--- config.mk ---
export PLATFORM = sky130hd
export DESIGN_NAME = pw_level_trigger
export DESIGN_NICKNAME = d
export VERILOG_FILES = /design/src/rtl/pw_trig_pkg.sv /design/src/rtl/pw_trig_datapath.sv /design/src/rtl/pw_trig_control.sv /design/src/rtl/pw_level_trigger.sv
export SDC_FILE = /design/constraint.sdc
export NUM_CORES = 1
export LEC_CHECK = 0
export BUFFER_PORTS_ARGS = -buffer_cell sky130_fd_sc_hd__buf_2
export CORE_MARGIN = 3
export CORE_UTILIZATION = 30
export DETAILED_ROUTE_END_ITERATION = 8
export PLACE_DENSITY_LB_ADDON = 0.08
export SETUP_SLACK_MARGIN = 0.02
export SLEW_MARGIN = 20
export SYNTH_ARGS = -nofsm -noshare
export SYNTH_HDL_FRONTEND = slang
export SYNTH_SLANG_ARGS = --single-unit
--- constraint.sdc ---
create_clock -name clk -period 2.96 [get_ports clk]
set_clock_uncertainty 0.15 [all_clocks]
set_input_delay 0.148 -clock clk [delete_from_list [all_inputs] [get_ports clk]]
set_output_delay 0.148 -clock clk [all_outputs]
set_load 0.01 [all_outputs]
--- src/rtl/pw_trig_pkg.sv ---
package pw_trig_pkg;

  localparam int MODE_W = 4;

  localparam logic [MODE_W-1:0] MODE_RISE       = 4'd0;
  localparam logic [MODE_W-1:0] MODE_FALL       = 4'd1;
  localparam logic [MODE_W-1:0] MODE_EITHER     = 4'd2;
  localparam logic [MODE_W-1:0] MODE_HI_LONG    = 4'd3;
  localparam logic [MODE_W-1:0] MODE_HI_SHORT   = 4'd4;
  localparam logic [MODE_W-1:0] MODE_LO_LONG    = 4'd5;
  localparam logic [MODE_W-1:0] MODE_LO_SHORT   = 4'd6;
  localparam logic [MODE_W-1:0] MODE_WIN_ENTER  = 4'd7;
  localparam logic [MODE_W-1:0] MODE_WIN_LEAVE  = 4'd8;
  localparam logic [MODE_W-1:0] MODE_OUT_LONG   = 4'd9;
  localparam logic [MODE_W-1:0] MODE_OUT_SHORT  = 4'd10;

  // which condition the datapath tracks (control -> datapath)
  typedef struct packed {
    logic above;
    logic notAbove;
    logic outside;
  } cond_sel_t;

  // per-sample events (datapath -> control)
  typedef struct packed {
    logic startEdge;
    logic endEdge;
    logic longHit;
    logic shortHit;
  } trig_evt_t;

endpackage

--- src/rtl/pw_trig_datapath.sv ---
module pw_trig_datapath
  import pw_trig_pkg::*;
#(
  parameter int DATA_W = 8
) (
  input  logic              clk,
  input  logic              rstN,
  input  logic              sampleValid,
  input  logic [DATA_W-1:0] sampleIn,
  input  logic [DATA_W-1:0] levelHi,
  input  logic [DATA_W-1:0] levelLo,
  input  logic [DATA_W-1:0] pulseWidth,
  input  cond_sel_t         condSel,
  output trig_evt_t         evt
);

  localparam logic [DATA_W-1:0] MOST_NEG = {1'b1, {(DATA_W-1){1'b0}}};
  localparam logic [DATA_W-1:0] PW_MIN   = DATA_W'(2);
  localparam logic [DATA_W-1:0] CNT_MAX  = '1;
  localparam logic [DATA_W-1:0] ONE      = DATA_W'(1);

  logic [DATA_W-1:0] hiEff, loEff, pwEff;
  logic              aboveHi, belowLo, cond, qual;
  logic              prevValid, prevCond, running;
  logic [DATA_W-1:0] cnt;
  logic [DATA_W:0]   cntInc;

  // level and width conditioning
  always_comb begin
    hiEff = (levelHi == MOST_NEG) ? MOST_NEG + ONE : levelHi;
    loEff = (levelLo == MOST_NEG) ? MOST_NEG + ONE : levelLo;
    pwEff = (pulseWidth < PW_MIN) ? PW_MIN : pulseWidth;
  end

  always_comb begin
    aboveHi = $signed(sampleIn) > $signed(hiEff);
    belowLo = $signed(sampleIn) < $signed(loEff);
    cond    = (condSel.above    &  aboveHi) |
              (condSel.notAbove & ~aboveHi) |
              (condSel.outside  & (aboveHi | belowLo));
    qual    = sampleValid & prevValid;
    cntInc  = {1'b0, cnt} + (DATA_W+1)'(1);
  end

  always_comb begin
    evt.startEdge = qual &  cond & ~prevCond;
    evt.endEdge   = qual & ~cond &  prevCond;
    evt.longHit   = qual & running &  cond & (cntInc == {1'b0, pwEff});
    evt.shortHit  = qual & running & ~cond & (cnt < pwEff);
  end

  always_ff @(posedge clk or negedge rstN) begin
    if (!rstN) begin
      prevValid <= 1'b0;
      prevCond  <= 1'b0;
      running   <= 1'b0;
      cnt       <= '0;
    end else if (sampleValid) begin
      prevValid <= 1'b1;
      prevCond  <= cond;
      if (evt.startEdge) begin
        running <= 1'b1;
        cnt     <= ONE;
      end else if (evt.endEdge) begin
        running <= 1'b0;
      end else if (running && cond && cnt != CNT_MAX) begin
        cnt <= cnt + ONE;
      end
    end
  end

endmodule

--- src/rtl/pw_trig_control.sv ---
module pw_trig_control
  import pw_trig_pkg::*;
(
  input  logic              clk,
  input  logic              rstN,
  input  logic [MODE_W-1:0] modeSel,
  input  logic              arm,
  input  trig_evt_t         evt,
  output cond_sel_t         condSel,
  output logic              trigOut
);

  logic armed, hit, fire;

  always_comb begin
    condSel = '0;
    hit     = 1'b0;
    case (modeSel)
      MODE_RISE:      begin condSel.above    = 1'b1; hit = evt.startEdge; end
      MODE_FALL:      begin condSel.above    = 1'b1; hit = evt.endEdge; end
      MODE_EITHER:    begin condSel.above    = 1'b1; hit = evt.startEdge | evt.endEdge; end
      MODE_HI_LONG:   begin condSel.above    = 1'b1; hit = evt.longHit; end
      MODE_HI_SHORT:  begin condSel.above    = 1'b1; hit = evt.shortHit; end
      MODE_LO_LONG:   begin condSel.notAbove = 1'b1; hit = evt.longHit; end
      MODE_LO_SHORT:  begin condSel.notAbove = 1'b1; hit = evt.shortHit; end
      MODE_WIN_ENTER: begin condSel.outside  = 1'b1; hit = evt.endEdge; end
      MODE_WIN_LEAVE: begin condSel.outside  = 1'b1; hit = evt.startEdge; end
      MODE_OUT_LONG:  begin condSel.outside  = 1'b1; hit = evt.longHit; end
      MODE_OUT_SHORT: begin condSel.outside  = 1'b1; hit = evt.shortHit; end
      default:        begin condSel = '0; hit = 1'b0; end
    endcase
    fire = armed & hit;
  end

  always_ff @(posedge clk or negedge rstN) begin
    if (!rstN) begin
      armed   <= 1'b0;
      trigOut <= 1'b0;
    end else begin
      trigOut <= fire;
      if (fire)     armed <= 1'b0;
      else if (arm) armed <= 1'b1;
    end
  end

endmodule

--- src/rtl/pw_level_trigger.sv ---
module pw_level_trigger
  import pw_trig_pkg::*;
#(
  parameter int DATA_W = 8
) (
  input  logic              clk,
  input  logic              rstN,
  input  logic              sampleValid,
  input  logic [DATA_W-1:0] sampleIn,
  input  logic [MODE_W-1:0] modeSel,
  input  logic [DATA_W-1:0] levelHi,
  input  logic [DATA_W-1:0] levelLo,
  input  logic [DATA_W-1:0] pulseWidth,
  input  logic              arm,
  output logic              trigOut
);

  cond_sel_t condSel;
  trig_evt_t evt;

  pw_trig_datapath #(.DATA_W(DATA_W)) datapath_i (
    .clk        (clk),
    .rstN       (rstN),
    .sampleValid(sampleValid),
    .sampleIn   (sampleIn),
    .levelHi    (levelHi),
    .levelLo    (levelLo),
    .pulseWidth (pulseWidth),
    .condSel    (condSel),
    .evt        (evt)
  );

  pw_trig_control control_i (
    .clk    (clk),
    .rstN   (rstN),
    .modeSel(modeSel),
    .arm    (arm),
    .evt    (evt),
    .condSel(condSel),
    .trigOut(trigOut)
  );

endmodule

## Word-level counts from Yosys, hierarchy flattened

Cells that the tools add are included.

| word-level totals | value |
|---|---|
| flip-flop bits (word level) | 13 |
| word-level logic and storage cells | 77 |

| cells by class | value |
|---|---|
| add/sub/neg operators | 2 |
| $lt $le $gt $ge | 4 |
| equality and inequality tests | 15 |
| muxes and demuxes | 14 |
| bitwise operators | 21 |
| reduce and logical (&&, ||, !) cells | 15 |

Operators by type and width:

| operator | count |
|---|---|
| 8-bit two-way mux | 6 |
| 4-bit by 3-bit == test with 1-bit output (second input constant) | 4 |
| 8-bit == test (second input constant) | 2 |
| 8-bit less-than comparator | 2 |
| 1-bit bitwise AND | 14 |
| 4-bit == test (second input constant) | 3 |
| 8-bit by 1-bit adder with 9-bit output (second input constant) | 1 |
| 9-bit by 8-bit == test with 1-bit output | 1 |
| 8-bit by 1-bit adder with 8-bit output (second input constant) | 1 |
| 4-bit by 2-bit == test with 1-bit output (second input constant) | 2 |
| 8-bit greater-than comparator | 1 |
| 8-bit by 2-bit less-than comparator with 1-bit output (second input constant) | 1 |
| 8-bit inequality test (second input constant) | 1 |
| 1-bit two-way mux | 7 |
| 2-bit nonzero test | 3 |
| 2-bit OR reduction | 3 |
| 3-bit OR reduction | 2 |
| 1-bit case mux with 5 select lines | 1 |
| 5-bit OR reduction | 1 |
| 4-bit by 1-bit == test with 1-bit output (second input constant) | 1 |
| 4-bit logical NOT | 1 |
| 1-bit bitwise OR | 4 |
| 4-bit OR reduction | 1 |
| 1-bit inverter | 3 |
| other kinds (4) | 5 |

## Longest topological paths before layout

Gate-level depths: netlist (run 1).

| depth | value |
|---|---|
| depth after elaboration | 14 |
| mapped depth | 12 |
| gate-level depth less buffers | 12 |

## Modules after synthesis

A second synthesis (run 1) with hierarchy kept.

| unflattened totals | value |
|---|---|
| cells, all modules | 219 |
| area total of the unflattened synthesis | 1720.4 um^2 |

By module, submodules not included:

| module | instances | cells an instance | area an instance (um^2) | sequential area each (um^2) |
|---|---|---|---|---|
| pw_trig_datapath | 1 | 183 | 1451.4 | 275.3 |
| pw_trig_control | 1 | 36 | 269.0 | 50.0 |

## Worst setup path before layout (run 1)

No wires, ideal clock.

| timing path | value |
|---|---|
| path kind | in2reg |
| from | input port levelHi[5] |
| to | register datapath_i.cnt[0] |
| arrival | 2.135 ns |
| setup slack | 0.550 ns |
| stages on the path | 11 |
| path buffers | 1 |
| cell sequence | inv_1 ha_1 a21o_1 a211oi_2 a21oi_1 a21oi_2 mux2i_1 a21oi_2 or2_2 buf_4 mux2_4 |

| between the ends | value |
|---|---|
| cells in the longest elaborated chain, start to end | 12 |
| elaborated cells on any way between the ends | 21 |
| those cells by class | 1 x order compare; 2 x eq/ne; 2 x mux; 12 x bitwise; 4 x reduce/logical |

RTL lines:

| item | line | text |
|---|---|---|
| start, declared | pw_level_trigger.sv:11 | `input logic [DATA_W-1:0] levelHi,` |
| 8-bit == test | pw_trig_datapath.sv:30 | `hiEff = (levelHi == MOST_NEG) ? MOST_NEG + ONE : levelHi;` |
| 8-bit two-way mux (*) | pw_trig_datapath.sv:30 |  |
| 8-bit greater-than comparator (*) | pw_trig_datapath.sv:36 | `aboveHi = $signed(sampleIn) > $signed(hiEff);` |
| 1-bit inverter | pw_trig_datapath.sv:39 | `(condSel.notAbove & ~aboveHi) \|` |
| 1-bit bitwise AND | pw_trig_datapath.sv:39 |  |
| 1-bit bitwise OR | pw_trig_datapath.sv:38 | `cond = (condSel.above & aboveHi) \|` |
| 1-bit bitwise OR (*) | pw_trig_datapath.sv:39 |  |
| 1-bit inverter | pw_trig_datapath.sv:47 | `evt.endEdge = qual & ~cond & prevCond;` |
| 1-bit bitwise AND (2 in a row) | pw_trig_datapath.sv:47 |  |
| 2-bit by 1-bit inequality test with 1-bit output (no source line) | n/a |  |
| 3-bit AND reduction (no source line) | n/a |  |
| end signal, assigned | pw_trig_datapath.sv:67 | `cnt <= cnt + ONE;` |
| end, declared | pw_trig_datapath.sv:25 | `logic [DATA_W-1:0] cnt;` |

Every way passes the cells marked *; elsewhere a longest branch is shown, timed or not.
A chain may end at the register's enable or synchronous reset.

## Worst setup path after layout (run 1)

| timing path | value |
|---|---|
| from | register datapath_i.cnt[1] |
| to | register control_i.armed |

| between the ends | value |
|---|---|
| cells in the longest elaborated chain, start to end | 6 |
| elaborated cells on any way between the ends | 9 |
| those cells by class | 1 x add/sub; 1 x order compare; 1 x eq/ne; 2 x mux; 3 x bitwise; 1 x reduce/logical |

RTL lines:

| item | line | text |
|---|---|---|
| 8-bit by 1-bit adder with 9-bit output | pw_trig_datapath.sv:42 | `cntInc = {1'b0, cnt} + (DATA_W+1)'(1);` |
| 9-bit by 8-bit == test with 1-bit output | pw_trig_datapath.sv:48 | `evt.longHit = qual & running & cond & (cntInc == {1'b0, pwEff});` |
| 1-bit bitwise AND | pw_trig_datapath.sv:48 |  |
| 1-bit case mux with 5 select lines (*) | pw_trig_control.sv:18 | `case (modeSel)` |
| 1-bit bitwise AND (*) | pw_trig_control.sv:32 | `fire = armed & hit;` |
| via control_i.fire | pw_trig_control.sv:13 | `logic armed, hit, fire;` |
| 1-bit two-way mux / 2-bit nonzero test (equally long branches) | n/a |  |
| end signal, assigned | pw_trig_control.sv:37 | `armed <= 1'b0;` |
| end signal, assigned | pw_trig_control.sv:41 | `if (fire) armed <= 1'b0;` |
| end signal, assigned | pw_trig_control.sv:42 | `else if (arm) armed <= 1'b1;` |
| end, declared | pw_trig_control.sv:13 |  |

The timed path passes the listed nets; every way through them passes the cells marked *.

==> out/summary.txt, run 1 <==
Pint: 477 uW
Area grow syn2layout: 18.6%
Multiplexer share of the synthesized area: 2.42%
Largest family of logic cells by synthesized area: compound AO/OA/AOI/OAI gates
Synth Area per Inst: 7.88 um^2
Xor-xnor portion of the synthesized cell area: 7.41%
Pleak: 0.967 nW
Worst hold-check path type: in2reg
Crit path launch type: flop
Chip height: 80.3 um
Hold depth: 2
Outcome: completed
Largest fanout on the critical path: 6
Maximum vdd ir drop: 0.251 mV
Htree depth: 1
Global route total overflow: 0
Mapped Area: 0.00165 mm^2
Part of the power in registers: 33.1%
Largest area contributor in the netlist: dfrtp_1
Largest cells by area after synthesis: dfrtp_1, ha_1, inv_1, o21ai_0, xnor2_1
Ys flop type: dfrtp_1
Max Fclk: 407 MHz
Clk buf depth: 2
DR vias/cell: 4.83
Final Power: 778 uW
Core ar.: 0.00520 mm^2
Fin crit period: 2.46 ns
Antenna cells: 0
Largest net degree at the start of global routing: 14
Row cnt: 26
Share of total power in combinational logic: 47.3%
Period utilization: 83.0%
Clk slew on worst S/H paths: 0.05 ns
DR iter-0 viols: 26
Relative max-transition margin: 61.1%
Syn_nets: 274
Initial antenna violation count: 0
Final WL: 4050 um
CTS tree: built
Antenna viol nets, final: 0
Synth Register Bits: 13
Final hold viol count: 0
Final instance area: 0.00196 mm^2
Routed len/inst: 12.6 um
Commonest non-fill, non-tap cell in the layout: buf_2
WP data arrival: 2.44 ns
Crit path kind: reg2reg
Final nets: 316
Worst skew pair latency: 0.24 ns
Clock tree sinks: 13
Worst-case reg-to-reg path depth: 9
Pwr dens: 397 mW/mm^2
Simple-gate share of the synthesized area: 18.9%
Worst Path Required: 2.94 ns
Drt first pass iters: 4
Hpwl dp: 3430 um
Vias in the first global route: 1,472
Power share of the clock group: 19.6%
Placer Congestion: 0.800
Synth Area in Compound Gates: 23.9%
Die footprint: 0.00644 mm^2
Cts bufs inserted: 3
Fraction of layout cells with a size suffix above 1: 21.1%
Drc violations: 0
# port buffers: 40
First-pass GRT wire length: 6680 um
Sequential area share after synthesis: 19.7%
Total track usage: 13.0%
Maxcap violations: 0
Area share of the largest cell type after synthesis: 19.7%
Post-synth ARST share: 100%
P_sw: 301 uW
Post-Synth Adder-Cell Area: 18.2%
Net Sw Frac: 38.7%
EDFF count, synth: 0
CTS root buffer: clkbuf_8
I/O pin total: 41
Vias: 1,550
Endpoint type of the worst setup path: flop
RSZ-0062 raised after global routing: no
Dpl cell area: 0.00190 mm^2
Most frequent cells in the layout: buf_2, inv_1, ha_1, o21ai_0, nor2_1
Die X: 80.3 um
Starting density of the core: 31.8%
Synthesis Warnings: 0
Gate count after technology mapping: 210
Max-slew violation count: 0
Post-synth cell types: 46
Final TNS setup: 0 ns
Final core area utilization: 37.7%
Worst-Margin Slew: 0.582 ns
Setup violations, final: 0
-- state kept, by name, indices dropped and copies added (netlist names) --
name / cells
datapath_i.cnt: 8
control_i.armed: 1
control_i.trigOut: 1
datapath_i.prevCond: 1
datapath_i.prevValid: 1
datapath_i.running: 1
-- Yosys cell counts, types with 2 or more instances --
master and count:
inv_1 28, ha_1 24, o21ai_0 21, nor2_1 18, dfrtp_1 13, nand2_1 11, a21oi_1 10, nand3_1 9
xnor2_1 9, o31ai_1 5, xor2_1 5, buf_4 4, and3_1 3, nand3b_1 3, nor3_1 3, o211ai_1 3
o21a_1 3, a21o_1 2, a21oi_2 2, a31oi_1 2, buf_6 2, mux2_4 2, nand2b_1 2, nor2b_1 2
o2111ai_1 2, or2_2 2
-- kinds of logic (layout without fill, tap and decap cells) --
group                      after synthesis  in the layout
AOI/OAI and AO/OA                       61             61
and+or+nand+nor                         61             61
buffers and inverters                   34             75
adders and majority gates               24             24
xor gates and xnor gates                14             14
DFF                                     13             13
muxes                                    3              3
-- repair_timing --
| action | 4_1_cts | 5_1_grt |
|---|---|---|
| resized for setup | 0 | 0 |
| hold endpoints to repair | 14 | 0 |
| buffers inserted | 0 | 0 |
| hold buffers | 2 | 0 |
| setup endpoints to repair | 0 | 0 |
-- layer usage --
metal | share of wire, % | vias to the layer above | GRT usage (%)
li1 | - | 830 | -
met4 | 0.20 | 0 | 1.52
met1 | 48 | 686 | 16.3
met2 | 48 | 32 | 23.3
met3 | 4.4 | 2 | 2.91
met5 | 0 | - | 0
-- per-stage QoR --
stage                     std cells  worst slack, ns  hold WS (ns)
final                           321            0.503        0.0947
after floorplan                 210            0.550        -0.298
after global placement          315            0.267       -0.0982
after detailed placement        315            0.299       -0.0999
after CTS                       321            0.485        0.0912
after global routing            321            0.298         0.101
-- power by group through the flow --
stage                     Clock [mW]  Sequential, mW  Combinational [mW]
after global placement             0           0.263               0.373
final                          0.153           0.258               0.368
after global routing           0.173           0.262               0.421
after detailed placement           0           0.260               0.366
after CTS                      0.159           0.257               0.373
after floorplan                    0           0.247               0.272
-- worst max-delay path, stage by stage, from the launching register on --
cell	delay, ns
dfrtp_1	0.42
ha_1	0.28
and3_1	0.23
nand3_1	0.20
nor2_1	0.06
or3_1	0.31
a2111o_1	0.37
a21oi_1	0.14
mux2_4	0.16
nor2_1	0.04
-- worst paths after layout --
kind                                                    to  slack, ns                           from
setup / recovery               control_i.armed$_DFFE_PN0P_       0.50  datapath_i.cnt[1]$_DFFE_PN0P_
hold / removal             datapath_i.prevCond$_DFFE_PN0P_       0.09                    sampleValid
setup reg to reg               control_i.armed$_DFFE_PN0P_       0.50  datapath_i.cnt[1]$_DFFE_PN0P_
hold reg to reg                control_i.armed$_DFFE_PN0P_       0.34    control_i.armed$_DFFE_PN0P_
max in group asynchronous      control_i.trigOut$_DFF_PN0_       2.26                           rstN
min in group asynchronous    datapath_i.cnt[3]$_DFFE_PN0P_       0.17                           rstN
-- cell type report --
cell class | count | area [um^2]
clock buffers | 4 | 45.0
fillers | 571 | 3240
inverters | 28 | 105
multi-input cells | 163 | 1170
flip-flops and latches | 13 | 325
well taps | 70 | 87.6
repair buffers | 43 | 228
Power figures use the tool's default switching activity.
==> run 2, diff against run 1 <==
Clock period 2.96 ns to 2.4 ns, I/O delays scaled along.
==> run 2 against run 1 <==
Against the previous run:
- non-clock buffer count up 18
- design area up 7.3%
- highest routed layer unchanged
- count of clock-buffer cells in the layout unchanged
- critical endpoint unchanged
- global-route usage up 0.69 points
- critical path type unchanged
- final cell count up 5.6%
- critical path depth unchanged
- sequential share of layout area down 1.1 points
- register-to-register slack worse by 0.37 ns
==> out/summary.txt, run 2 (synthesis gave the netlist of run 1 again) <==
FF-to-FF End: control_i.armed$_DFFE_PN0P_
Fraction of layout cells with a size suffix above 1: 26.8% (+5.7 points)
Worst hold-check path type: in2reg
Power share of the clock group: 19.1% (-0.5 points)
Period utilization: 94.5% (+12 points)
Endpoint type of the worst setup path: flop
Largest net degree at the start of global routing: 14 (unchanged)
Antenna cells: 0 (unchanged)
Net Sw Frac: 37.9% (-0.86 points)
Part of the power in registers: 29.0% (-4.1 points)
Max-slew violation count: 0 (unchanged)
Crit path cell chain: ha_1 > and3_1 > nand3_2 > nor2_1 > or3_1 > a2111o_1 > a21oi_1 > mux2_4 > nor2_1
Worst-Margin Slew: 0.593 ns (+0.0113 ns)
Clk slew on worst S/H paths: 0.06 ns (about the same)
Non-Filler Instances: 339 (+5.6%)
Outcome: completed
Die X: 80.3 um (unchanged)
CTS tree: built
Cts bufs inserted: 3 (unchanged)
Final nets: 334 (+5.7%)
FF-to-FF Start: datapath_i.cnt[0]$_DFFE_PN0P_
Max Fclk: 441 MHz (+8.3%)
Hold depth: 2 (unchanged)
Register name with the most flops: datapath_i.cnt
Chip height: 80.3 um (unchanged)
Commonest non-fill, non-tap cell in the layout: buf_2
Initial antenna violation count: 0 (unchanged)
Pint: 651 uW (+37%)
Worst-case reg-to-reg path depth: 9 (unchanged)
Htree depth: 1 (unchanged)
Reg2reg setup slack: 0.13 ns (-0.37 ns)
WP data arrival: 2.25 ns (-0.19 ns)
Share of total power in combinational logic: 51.9% (+4.6 points)
Vias in the first global route: 1,577 (+7.1%)
CTS root buffer: clkbuf_8
Final Power: 1.05 mW (+35%)
Pleak: 1.05 nW (+9.1%)
Largest fanout on the critical path: 3 (-3)
Maxcap violations: 0 (unchanged)
Crit path launch type: flop
Area grow syn2layout: 27.2%
Clock tree sinks: 13 (unchanged)
Die footprint: 0.00644 mm^2 (unchanged)
Most used cell, CP: nor2_1
Fill count: 558 (-2.3%)
Most frequent cells in the layout: buf_2, inv_1, ha_1, o21ai_0, buf_4
Relative max-transition margin: 60.3% (-0.76 points)
RSZ-0062 raised after global routing: no
Worst Path Required: 2.39 ns (-0.55 ns)
DR iter-0 viols: 36 (+38%)
Hold path start: sampleValid
Placer Congestion: 0.747 (-6.6%)
Hold WS: 0.0572 ns (-0.0375 ns)
Final hold viol count: 0 (unchanged)
Max incr delay on CP: 0.39 ns (-0.03 ns)
Critical-path top delay cell: dfrtp_1
Total track usage: 13.7% (+0.69 points)
Placed insts: 333 (+5.7%)
WHS Endpoint: datapath_i.prevCond$_DFFE_PN0P_
Final WL: 4290 um (+6.1%)
Vias: 1,624 (+4.8%)
Hpwl dp: 3660 um (+6.7%)
Maximum vdd ir drop: 0.330 mV (+31%)
Row cnt: 26 (unchanged)
Drc violations: 0 (unchanged)
Setup violations, final: 0 (unchanged)
Drt first pass iters: 6 (+2)
Worst skew pair latency: 0.25 ns (about the same)
Fin crit period: 2.27 ns (-0.189 ns)
# port buffers: 40 (unchanged)
Core ar.: 0.00520 mm^2 (unchanged)
Max reg flops: 8 (unchanged)
I/O pin total: 41 (unchanged)
Pwr dens: 498 mW/mm^2 (+26%)
Global route total overflow: 0 (unchanged)
Routed len/inst: 12.7 um (+0.43%)
DR vias/cell: 4.79 (-0.79%)
Crit path kind: reg2reg
First-pass GRT wire length: 7040 um (+5.5%)
Crit-path leading delay family: simple AND/OR/NAND/NOR gates
Antenna viol nets, final: 0 (unchanged)
P_sw: 397 uW (+32%)
Clk buf depth: 2 (unchanged)
Postcts setup bufs: 0 (unchanged)
CP Buf/Inv Count: 0 (unchanged)
Starting density of the core: 31.8% (unchanged)
[run 2: changes by cell type in the layout (fill, tap and decap cells not counted), sizes merged]
cell / delta
buf: +18
[run 2: metal layers]
metal / up-vias / share of wire (%) / track usage, %
li1: 866 / - / -
met1: 718 / 46 / 16.4
met2: 36 / 48 / 25.0
met3: 4 / 4.7 / 2.91
met4: 0 / 0.68 / 2.70
met5: - / 0 / 0
[run 2: metrics by stage]
| step | TNS (ns) | setup WS (ns) | instance area (um^2) | util [%] |
|---|---|---|---|---|
| 6_report | 0 | 0.132 | 2100 | 40.4 |
| 5_1_grt | 0 | 0.0294 | 2100 | 40.4 |
| 4_1_cts | 0 | 0.0855 | 2100 | 40.3 |
| 3_5_place_dp | -0.171 | -0.108 | 2030 | 39.0 |
| 3_3_place_gp | -0.127 | -0.0838 | 2030 | 39.0 |
| 2_1_floorplan | 0 | 0.0381 | 1650 | - |
[run 2: how the worst max path moves through the flow]
stage / cells past startpoint / startpoint / endpoint / slack [ns]
after floorplan: 11 / levelHi[5] / datapath_i.cnt[0]$_DFFE_PN0P_ / 0.04
after detailed placement: 10 / sampleIn[5] / datapath_i.cnt[0]$_DFFE_PN0P_ / -0.11
after global placement: 12 / levelHi[4] / datapath_i.cnt[0]$_DFFE_PN0P_ / -0.08
after global routing: 9 / datapath_i.cnt[0]$_DFFE_PN0P_ / control_i.armed$_DFFE_PN0P_ / 0.03
after CTS: 9 / datapath_i.cnt[0]$_DFFE_PN0P_ / control_i.armed$_DFFE_PN0P_ / 0.09
final: 9 / datapath_i.cnt[0]$_DFFE_PN0P_ / control_i.armed$_DFFE_PN0P_ / 0.13
[run 2: repair_timing]
item | 4_1_cts | 5_1_grt
endpoints found under the setup margin | 0 | 3
hold buffers | 2 | 0
hold endpoints to repair | 14 | 0
gates resized for setup | 0 | 2
[run 2: power groups by stage]
| stage | clock network [mW] | registers [mW] | logic [mW] |
|---|---|---|---|
| floorplan | 0 | 0.304 | 0.336 |
| global placement | 0 | 0.308 | 0.549 |
| detailed placement | 0 | 0.306 | 0.547 |
| CTS | 0.205 | 0.303 | 0.553 |
| global route | 0.216 | 0.309 | 0.619 |
| finish | 0.200 | 0.304 | 0.544 |
[run 2: cell type report]
cell class                      instances  area [um^2]  share of cell area, %
Multi-Input combinational cell        163         1180                   56.0
Tap cell                               70         87.6                   4.16
Timing Repair Buffer                   61          363                   17.2
Inverter                               28          105                   4.99
Sequential cell                        13          325                   15.5
Clock buffer                            4         45.0                   2.14
